==> config.mk <==
export PLATFORM = sky130hd
export DESIGN_NAME = bus_activity_monitor
export DESIGN_NICKNAME = d
export VERILOG_FILES = /design/src/rtl/actmon_pkg.sv /design/src/rtl/actmon_period_timer.sv /design/src/rtl/actmon_channel.sv /design/src/rtl/bus_activity_monitor.sv
export SDC_FILE = /design/constraint.sdc
export NUM_CORES = 2
export LEC_CHECK = 0
export ABC_CLOCK_PERIOD_IN_PS = 6800
export BUFFER_PORTS_ARGS = -buffer_cell sky130_fd_sc_hd__buf_2
export CORE_ASPECT_RATIO = 2
export CORE_UTILIZATION = 32
export DETAILED_ROUTE_END_ITERATION = 6
export PLACE_DENSITY_LB_ADDON = 0.2
export SYNTH_ARGS = -nofsm -noshare
export SYNTH_HDL_FRONTEND = slang
export SYNTH_SLANG_ARGS = --single-unit
==> constraint.sdc <==
create_clock -name clk -period 6.8 [get_ports clk]
set_input_delay 1.36 -clock clk [delete_from_list [all_inputs] [get_ports clk]]
set_output_delay 1.36 -clock clk [all_outputs]
set_load 0.03 [all_outputs]
==> src/rtl/actmon_pkg.sv <==
package actmon_pkg;

    typedef enum logic [1:0] {
        CH_OFF = 2'd0,
        CH_RUN = 2'd1,
        CH_AVG = 2'd2,
        CH_CMP = 2'd3
    } ch_state_e;

    // channel-relative byte offsets
    localparam logic [5:0] OFF_CTRL    = 6'h00;
    localparam logic [5:0] OFF_UP_WM   = 6'h04;
    localparam logic [5:0] OFF_LO_WM   = 6'h08;
    localparam logic [5:0] OFF_SEED    = 6'h0C;
    localparam logic [5:0] OFF_AVG_UP  = 6'h10;
    localparam logic [5:0] OFF_AVG_LO  = 6'h14;
    localparam logic [5:0] OFF_WEIGHT  = 6'h18;
    localparam logic [5:0] OFF_AVG     = 6'h20;
    localparam logic [5:0] OFF_STATUS  = 6'h24;

    // control bit positions
    localparam int CB_RUN      = 31;
    localparam int CB_UP_EN    = 30;
    localparam int CB_DN_EN    = 29;
    localparam int CB_UPLEN_LO = 26;
    localparam int CB_DNLEN_LO = 23;
    localparam int CB_AHI_EN   = 21;
    localparam int CB_ALO_EN   = 20;
    localparam int CB_PERIODIC = 18;
    localparam int CB_K_LO     = 10;
    localparam int LEN_W       = 3;
    localparam int K_W         = 3;

    // status bit positions
    localparam int SB_UP  = 31;
    localparam int SB_DN  = 30;
    localparam int SB_AHI = 29;
    localparam int SB_ALO = 28;

endpackage

==> src/rtl/actmon_period_timer.sv <==
module actmon_period_timer #(
    parameter int PW = 8
) (
    input  logic          clk,
    input  logic          rst_n,
    input  logic [PW-1:0] period,
    input  logic          tick,
    output logic          strobe
);

    logic [PW-1:0] tick_cnt;

    always_ff @(posedge clk or negedge rst_n) begin
        if (!rst_n) begin
            tick_cnt <= '0;
            strobe   <= 1'b0;
        end else begin
            strobe <= 1'b0;
            if (tick) begin
                if (tick_cnt >= period) begin
                    tick_cnt <= '0;
                    strobe   <= 1'b1;
                end else begin
                    tick_cnt <= tick_cnt + 1'b1;
                end
            end
        end
    end

endmodule

==> src/rtl/actmon_channel.sv <==
module actmon_channel
    import actmon_pkg::*;
#(
    parameter int DW = 32,
    parameter int AW = 6
) (
    input  logic          clk,
    input  logic          rst_n,
    input  logic          wr_en,
    input  logic [AW-1:0] addr,
    input  logic [DW-1:0] wdata,
    output logic [DW-1:0] rdata,
    input  logic          ev,
    input  logic          strobe,
    output logic          pending,
    output logic          cmp_phase,
    output logic          avg_phase,
    output logic [DW-1:0] avg_out
);

    localparam int CW = LEN_W + 1;
    localparam int SW = K_W + 1;

    ch_state_e state, state_nx;

    logic [DW-1:0] ctrl, up_wm, lo_wm, avg_hi, avg_lo, weight;
    logic [DW-1:0] avg, acc, sample, status;
    logic [CW-1:0] up_cnt, dn_cnt;

    logic          run_ok;
    logic [DW:0]   acc_sum;
    logic signed [DW:0] diff, step;
    logic [SW-1:0] shamt;
    logic [DW-1:0] avg_new;
    logic [CW-1:0] up_need, dn_need;
    logic          up_hit, dn_hit, up_fire, dn_fire;
    logic [DW-1:0] set_vec, clr_vec, gate_vec;

    assign run_ok = ctrl[CB_RUN] & ctrl[CB_PERIODIC];

    // ---------------- state register ----------------
    always_ff @(posedge clk or negedge rst_n) begin
        if (!rst_n) state <= CH_OFF;
        else        state <= state_nx;
    end

    always_comb begin
        state_nx = state;
        if (!run_ok) begin
            state_nx = CH_OFF;
        end else begin
            unique case (state)
                CH_OFF: state_nx = CH_RUN;
                CH_RUN: state_nx = strobe ? CH_AVG : CH_RUN;
                CH_AVG: state_nx = CH_CMP;
                CH_CMP: state_nx = CH_RUN;
                default: state_nx = CH_OFF;
            endcase
        end
    end

    // ---------------- state outputs ----------------
    always_comb begin
        cmp_phase = 1'b0;
        avg_phase = 1'b0;
        unique case (state)
            CH_OFF: ;
            CH_RUN: ;
            CH_AVG: avg_phase = 1'b1;
            CH_CMP: cmp_phase = 1'b1;
            default: ;
        endcase
    end

    // ---------------- datapath ----------------
    assign acc_sum = {1'b0, acc} + {1'b0, weight};
    assign shamt   = SW'(ctrl[CB_K_LO +: K_W]) + SW'(1);
    assign diff    = $signed({1'b0, sample}) - $signed({1'b0, avg});
    assign step    = diff >>> shamt;
    assign avg_new = avg + step[DW-1:0];

    assign up_need = CW'(ctrl[CB_UPLEN_LO +: LEN_W]) + CW'(1);
    assign dn_need = CW'(ctrl[CB_DNLEN_LO +: LEN_W]) + CW'(1);
    assign up_hit  = ctrl[CB_UP_EN] && (sample > up_wm);
    assign dn_hit  = ctrl[CB_DN_EN] && (sample < lo_wm);
    assign up_fire = up_hit && ((up_cnt + 1'b1) == up_need);
    assign dn_fire = dn_hit && ((dn_cnt + 1'b1) == dn_need);

    always_comb begin
        set_vec = '0;
        if (cmp_phase) begin
            set_vec[SB_UP]  = up_fire;
            set_vec[SB_DN]  = dn_fire;
            set_vec[SB_AHI] = ctrl[CB_AHI_EN] && (avg > avg_hi);
            set_vec[SB_ALO] = ctrl[CB_ALO_EN] && (avg < avg_lo);
        end
        clr_vec = (wr_en && addr == OFF_STATUS) ? wdata : '0;
    end

    always_ff @(posedge clk or negedge rst_n) begin
        if (!rst_n) begin
            ctrl   <= '0;
            up_wm  <= '0;
            lo_wm  <= '0;
            avg_hi <= '0;
            avg_lo <= '0;
            weight <= '0;
            avg    <= '0;
            acc    <= '0;
            sample <= '0;
            status <= '0;
            up_cnt <= '0;
            dn_cnt <= '0;
        end else begin
            if (wr_en) begin
                unique case (addr)
                    OFF_CTRL:   ctrl   <= wdata;
                    OFF_UP_WM:  up_wm  <= wdata;
                    OFF_LO_WM:  lo_wm  <= wdata;
                    OFF_AVG_UP: avg_hi <= wdata;
                    OFF_AVG_LO: avg_lo <= wdata;
                    OFF_WEIGHT: weight <= wdata;
                    default: ;
                endcase
            end

            // accumulator and sample capture
            if (state == CH_OFF || !run_ok) begin
                acc <= '0;
            end else if (state == CH_RUN && strobe) begin
                sample <= acc;
                acc    <= ev ? weight : '0;
            end else if (ev) begin
                acc <= acc_sum[DW] ? '1 : acc_sum[DW-1:0];
            end

            // average: a seed write wins over the update
            if (wr_en && addr == OFF_SEED) avg <= wdata;
            else if (avg_phase)            avg <= avg_new;

            // run counters
            if (state == CH_OFF) begin
                up_cnt <= '0;
                dn_cnt <= '0;
            end else if (cmp_phase) begin
                up_cnt <= (up_hit && !up_fire) ? up_cnt + 1'b1 : '0;
                dn_cnt <= (dn_hit && !dn_fire) ? dn_cnt + 1'b1 : '0;
            end

            status <= (status & ~clr_vec) | set_vec;
        end
    end

    always_comb begin
        gate_vec         = '0;
        gate_vec[SB_UP]  = ctrl[CB_UP_EN];
        gate_vec[SB_DN]  = ctrl[CB_DN_EN];
        gate_vec[SB_AHI] = ctrl[CB_AHI_EN];
        gate_vec[SB_ALO] = ctrl[CB_ALO_EN];
    end

    assign pending = ctrl[CB_RUN] && |(status & gate_vec);
    assign avg_out = avg;

    always_comb begin
        rdata = '0;
        unique case (addr)
            OFF_CTRL:   rdata = ctrl;
            OFF_UP_WM:  rdata = up_wm;
            OFF_LO_WM:  rdata = lo_wm;
            OFF_SEED:   rdata = avg;
            OFF_AVG_UP: rdata = avg_hi;
            OFF_AVG_LO: rdata = avg_lo;
            OFF_WEIGHT: rdata = weight;
            OFF_AVG:    rdata = avg;
            OFF_STATUS: rdata = status;
            default:    rdata = '0;
        endcase
    end

endmodule

==> src/rtl/bus_activity_monitor.sv <==
module bus_activity_monitor #(
    parameter int NUM_CH = 2,
    parameter int DW     = 32,
    parameter int AW     = 12,
    parameter int PW     = 8
) (
    input  logic              clk,
    input  logic              rst_n,
    input  logic              reg_we,
    input  logic [AW-1:0]     reg_addr,
    input  logic [DW-1:0]     reg_wdata,
    output logic [DW-1:0]     reg_rdata,
    input  logic [NUM_CH-1:0] ev_pulse,
    input  logic              ms_tick,
    output logic              irq
);

    localparam int OFS_W = 6;
    localparam int BLK_W = AW - OFS_W;
    localparam logic [OFS_W-1:0] G_STATUS = 6'h00;
    localparam logic [OFS_W-1:0] G_PERIOD = 6'h04;

    logic [BLK_W-1:0] blk;
    logic [OFS_W-1:0] ofs;
    logic [PW-1:0]    period_q;
    logic             tick_strobe;
    logic [NUM_CH-1:0] ch_pend, ch_cmp, ch_avgph;
    logic [DW-1:0]    ch_rdata [NUM_CH];
    logic [DW-1:0]    ch_avg   [NUM_CH];

    assign blk = reg_addr[AW-1:OFS_W];
    assign ofs = reg_addr[OFS_W-1:0];

    always_ff @(posedge clk or negedge rst_n) begin
        if (!rst_n)                                        period_q <= '0;
        else if (reg_we && blk == '0 && ofs == G_PERIOD)   period_q <= reg_wdata[PW-1:0];
    end

    actmon_period_timer #(.PW(PW)) u_timer (
        .clk    (clk),
        .rst_n  (rst_n),
        .period (period_q),
        .tick   (ms_tick),
        .strobe (tick_strobe)
    );

    for (genvar c = 0; c < NUM_CH; c++) begin : g_ch
        localparam logic [BLK_W-1:0] MY_BLK = BLK_W'(c + 1);
        actmon_channel #(.DW(DW), .AW(OFS_W)) u_ch (
            .clk       (clk),
            .rst_n     (rst_n),
            .wr_en     (reg_we && blk == MY_BLK),
            .addr      (ofs),
            .wdata     (reg_wdata),
            .rdata     (ch_rdata[c]),
            .ev        (ev_pulse[c]),
            .strobe    (tick_strobe),
            .pending   (ch_pend[c]),
            .cmp_phase (ch_cmp[c]),
            .avg_phase (ch_avgph[c]),
            .avg_out   (ch_avg[c])
        );
    end

    always_comb begin
        reg_rdata = '0;
        if (blk == '0) begin
            if (ofs == G_STATUS)      reg_rdata = DW'(ch_pend);
            else if (ofs == G_PERIOD) reg_rdata = DW'(period_q);
        end else begin
            for (int c = 0; c < NUM_CH; c++) begin
                if (blk == BLK_W'(c + 1)) reg_rdata = ch_rdata[c];
            end
        end
    end

    assign irq = |ch_pend;

endmodule

Word level (Yosys, flattened, before mapping)
Index checks and enable logic that the tools add are counted.
- reductions and logical operators: 66
- $lt $le $gt $ge: 9
- shift-type cells: 2
- mux-type cells: 49
- eq/ne operators: 20
- $add $sub $neg: 17
- bitwise operators: 12
- operator list (cell ; number):
    32-bit two-way mux ; 19
    32-bit case mux with 8 select lines ; 2
    32-bit AND ; 4
    32-bit > comparator ; 4
    32-bit < comparator ; 4
    32-bit by 32-bit adder with 33-bit output ; 2
    33-bit by 4-bit >>> shifter with 32-bit output ; 2
    32-bit by 32-bit subtractor with 33-bit output ; 2
    32-bit adder ; 2
    32-bit NOT ; 2
    32-bit bitwise OR ; 2
    32-bit OR reduction ; 2
    4-bit two-way mux ; 14
    1-bit logical AND ; 28
    2-bit AND reduction ; 14
    3-bit by 1-bit adder with 4-bit output (second input constant) ; 6
    8-bit two-way mux ; 3
    6-bit by 5-bit == test with 1-bit output (second input constant) ; 3
    4-bit by 1-bit adder with 4-bit output (second input constant) ; 4
    4-bit == test ; 4
    6-bit by 4-bit == test with 1-bit output (second input constant) ; 2
    6-bit == test (second input constant) ; 2
    6-bit zero test ; 2
    2-bit case mux with 3 select lines ; 2
    17 further kinds ; 44
- bits of input ports: 50
- register bits: 677
- logic and storage cells: 204

Longest topological paths before layout
- word-level depth: 8
- gate-level depth with buffers: 27
- depth with buffers taken out: 27

Hierarchy
Synthesis repeated with hierarchy kept, for this count alone.
- cells, all modules: 5259
- area total of the unflattened synthesis: 49812.8 um^2
- modules (own cells, without submodules) (module ; seq. area each (um^2) ; area an instance (um^2) ; cells each ; times used):
    actmon_channel (g_ch[1].u_ch) ; 8257.9 ; 24443.4 ; 2590 ; 1
    actmon_channel (g_ch[0].u_ch) ; 8257.9 ; 23953.0 ; 2513 ; 1
    bus_activity_monitor ; 200.2 ; 794.5 ; 85 ; 1
    actmon_period_timer ; 225.2 ; 621.8 ; 71 ; 1

Worst setup path after synthesis
No wires, ideal clock.
- path kind: reg2reg
- from: register g_ch[0].u_ch.avg[0]
- to: register g_ch[0].u_ch.avg[31]
- period minus slack after synthesis: 5.878 ns
- required time: 6.718 ns
- arrival: 5.796 ns
- setup slack: 0.922 ns
- path buffers: 0
- setup time: 0.082 ns
- cell stages (with the launch flop): 25
- path through: dfrtp_1 > ha_1 > fa_1 > nor2b_1 > o31ai_2 > a2111o_1 > a2111oi_4 > nor3_2 > o31ai_2 > xor2_1 > mux2_2 > mux4_2 > mux2_2 > ha_1 > a21oi_1 > o21ai_0 > a221o_1 > a21oi_1 > o31ai_1 > a21oi_1 > o31a_1 > o21ai_0 > xnor2_1 > or3_1 > a31oi_1
- word-level cells in the longest chain between the ends: 5
- ends and longest elaborated chain (item ; line ; source):
    start: declaration ; actmon_channel.sv:27 ; logic [DW-1:0] avg, acc, sample, status;
    start signal: assignment ; actmon_channel.sv:138 ; if (wr_en && addr == OFF_SEED) avg <= wdata;
    start signal: assignment ; actmon_channel.sv:139 ; else if (avg_phase) avg <= avg_new;
    32-bit by 32-bit subtractor with 33-bit output ; actmon_channel.sv:78 ; assign diff = $signed({1'b0, sample}) - $signed({1'b0, avg});
    33-bit by 4-bit >>> shifter with 32-bit output ; actmon_channel.sv:79 ; assign step = diff >>> shamt;
    32-bit adder * ; actmon_channel.sv:80 ; assign avg_new = avg + step[DW-1:0];
    32-bit two-way mux * ; actmon_channel.sv:139 ;
    32-bit two-way mux * ; actmon_channel.sv:138 ;
Every way passes the cells marked *; elsewhere a longest branch is shown, timed or not. The select of a mux whose other input is x is not followed.
A chain may end at the register's enable or synchronous reset.

Final worst setup path
- from: register g_ch[1].u_ch.avg[1]
- to: register g_ch[1].u_ch.avg[31]
- word-level cells in the longest chain between the ends: 5
- ends and longest elaborated chain (item ; line):
    start: declaration ; actmon_channel.sv:27
    start signal: assignment ; actmon_channel.sv:138
    start signal: assignment ; actmon_channel.sv:139
    32-bit by 32-bit subtractor with 33-bit output ; actmon_channel.sv:78
    33-bit by 4-bit >>> shifter with 32-bit output ; actmon_channel.sv:79
    32-bit adder * ; actmon_channel.sv:80
    32-bit two-way mux * ; actmon_channel.sv:139
    32-bit two-way mux * ; actmon_channel.sv:138
Marked as above.

==> reports/metrics.cfg <==
[synth]
synth_cell_type_count=103
yosysWarnings=0
async_reset_ff_share_pct=100
yosysTopAreaCellShare_pct=34.3
syn_nets=6108
synth.most_common_cell=nand2_1
synth-edff-count=0
ys_seq_area_share_pct=34.3
syn_area_um2=49400
synthTopCellsByArea=dfrtp_1, ha_1, nand2_1, o21ai_0, mux2_2
syn_inst=5575
ys_ff_latch=677
ys.flop_type=dfrtp_1
synth_area_per_cell_um2=8.86
yosysTopAreaCell=dfrtp_1
synth_common_cells=nand2_1, dfrtp_1, o21ai_0, ha_1, inv_1

[routing]
wl_per_cell_um=25.0
drc=2
detail_route.first_pass.iterations=7
vias_per_cell=5.56
wirelength_mm=197
vias=43747
drtIter0Drc=2503
ant_nets=0

[clocking]
numClockSinks=677
clk_pin_slew_ns=0.07
clk_latency_ns=0.68
cts-root-buf=clkbuf_16
clockBufferDepth=3
cts_tree=yes
ctsHoldBuffers=0
cts_max_level=2
numCtsBuffers=61

[setup_path]
crit_path_end_kind=flip-flop
arrival_ns=7.14
start_kind=flip-flop
cpMostUsedCell=buf_4
cp_slowest_cell=dfrtp_1
path_max_fanout=7
critPathBufInv=10
crit_required_ns=7.36
crit_family=compound AO/OA/AOI/OAI gates
max_stage_delay_ns=0.39
crit_type=reg -> reg

[place]
place_inst=7747
gp_congestion=0.931
numPortBuffers=82
dp_hpwl_mm=158

[floorplan]
die_y_um=558
design.die.area_um2=156000
die_x_um=280
ios=83
num_rows=203
start_util_pct=32.3
coreArea_um2=153000

[global_route]
grt_pass1_vias=45994
grt_overflow_total=0
grt_use_total_pct=25.0
grt_pass1_wl_mm=291
antenna_found_initial=12
grt_max_degree=100

[outcome]
violations=DRC
status=finished, violations left

[finish]
fillers=15673
drive_gt1_share_pct=15.1
syn2layout_area_growth_pct=14.6
fin_cells=7867
fin_nets=6295
utilization_pct=37.0

[flow_run]
drv_cap=0

[sta]
slew_headroom_pct=9.76
final_max_slew_viol_count=0
min_period_ns=6.59
setup_tns_ns=0
fin_worst_skew_ns=0.0205
hold_violations=0
rsz0062_at_grt=yes
setup_viol=0
tightest_slew_ns=1.34
timing.fmax_mhz=152
holdWs_ns=0.506
fin_crit_sh_pct=96.9

[power]
p_leak_uw=0.0280
p_per_area_nw_per_um2=156
vdd_ir_drop_max_mv=0.191

[worst_hold_path]
worstHoldPathType=reg -> reg

-- kinds of logic after synthesis --
logic type | after synthesis | synth area share [%]
flops | 677 | 34.3
fa+ha+maj | 483 | 12.3
compound gates | 1716 | 23.0
xor+xnor | 196 | 3.49
mux | 376 | 8.46
simple gates | 1415 | 12.9
buf+inv | 712 | 5.61
-- layout make-up --
type                    instances  area [µm²]  share of cell area [%]
clock inverters                32         562                   0.992
diodes                          5        12.5                  0.0221
well taps                    2050        2560                    4.53
flip-flops and latches        677       16900                    29.9
clock buffers                  81        1690                    2.99
inverters                     399        1500                    2.65
multi-input cells            4186       30100                    53.1
repair buffers                437        3260                    5.77
-- metrics by stage --
step / instance area [µm²] / setup WS, ns / total power (µW)
global placement: 54200 / -0.114 / 4860
CTS: 56400 / 0.0108 / 8910
detailed placement: 54200 / -0.0947 / 4860
finish: 56600 / 0.214 / 8830
global route: 56600 / -0.0132 / 9090
floorplan: 49400 / 0.922 / 4490
-- worst paths after layout --
kind	cells past startpoint	slack (ns)	end	start
max in group asynchronous	3	4.81	g_ch[0].u_ch.up_wm[28]	rst_n
min in group asynchronous	1	0.70	g_ch[1].u_ch.weight[1]	rst_n
hold / removal	2	0.51	g_ch[1].u_ch.acc[22]	g_ch[1].u_ch.acc[22]
setup / recovery	34	0.21	g_ch[1].u_ch.avg_out[31]	g_ch[1].u_ch.avg_out[1]
setup reg to reg	34	0.21	g_ch[1].u_ch.avg_out[31]	g_ch[1].u_ch.avg_out[1]
hold reg to reg	2	0.51	g_ch[1].u_ch.acc[22]	g_ch[1].u_ch.acc[22]
-- state kept, by name (all words and copies together), names as in the netlist --
signal and cells:
u_timer.tick_cnt 8, u_timer.strobe 1, g_ch.u_ch.avg_hi 64, period_q 8, g_ch.u_ch.state 4, g_ch.u_ch.sample 64
g_ch.u_ch.dn_cnt 8, g_ch.u_ch.avg_out 64, g_ch.u_ch.acc 64, g_ch.u_ch.status 64, g_ch.u_ch.avg_lo 64, g_ch.u_ch.up_cnt 8
g_ch.u_ch.weight 64, g_ch.u_ch.ctrl 64, g_ch.u_ch.lo_wm 64, g_ch.u_ch.up_wm 64
-- cells in the final DEF (no fill, tap or decap), types with 26 or more instances in the layout --
master and instances:
a31oi_1 44, nand2_1 723, o21a_1 43, buf_2 81, o21bai_1 26, nand2b_1 56
ha_1 476, a21o_1 149, and3_1 28, clkbuf_16 61, nand4_1 67, mux2i_1 141
mux2_2 221, nor2b_1 46, a21boi_0 70, a221oi_1 72, a211oi_1 49, a22o_1 43
a22oi_1 71, a21oi_1 324, nand3_1 94, dfrtp_1 676, buf_4 340, inv_1 396
xor2_1 60, o221ai_1 67, nor2_1 233, xnor2_1 127, a311oi_1 28, o21ai_0 508
nor3_1 43, a222oi_1 33
-- where the power goes --
part / total [µW] / internal, µW / switching, µW
logic: 730 / 250 / 480
registers: 4060 / 4040 / 15.0
clock network: 4050 / 2320 / 1730
-- worst min-delay path, cell delays in order, from the launching register on --
cell	delay, ns
dfrtp_1	0.37
nand2_1	0.05
nand2_1	0.05
-- layer usage --
metal	share of wire (%)	global-route usage [%]	vias to the layer above
met3	2.9	1.87	512
met1	34	23.8	21686
met4	8.4	18.3	6
li1	-	-	20502
met5	0.024	0	-
met2	55	49.3	1041
-- timing repair --
action,in CTS,in global routing
setup buffers,0,2
gates resized for setup,4,33
setup endpoints to repair,6,12
pin swaps,0,5
Power figures use the tool's default switching activity.
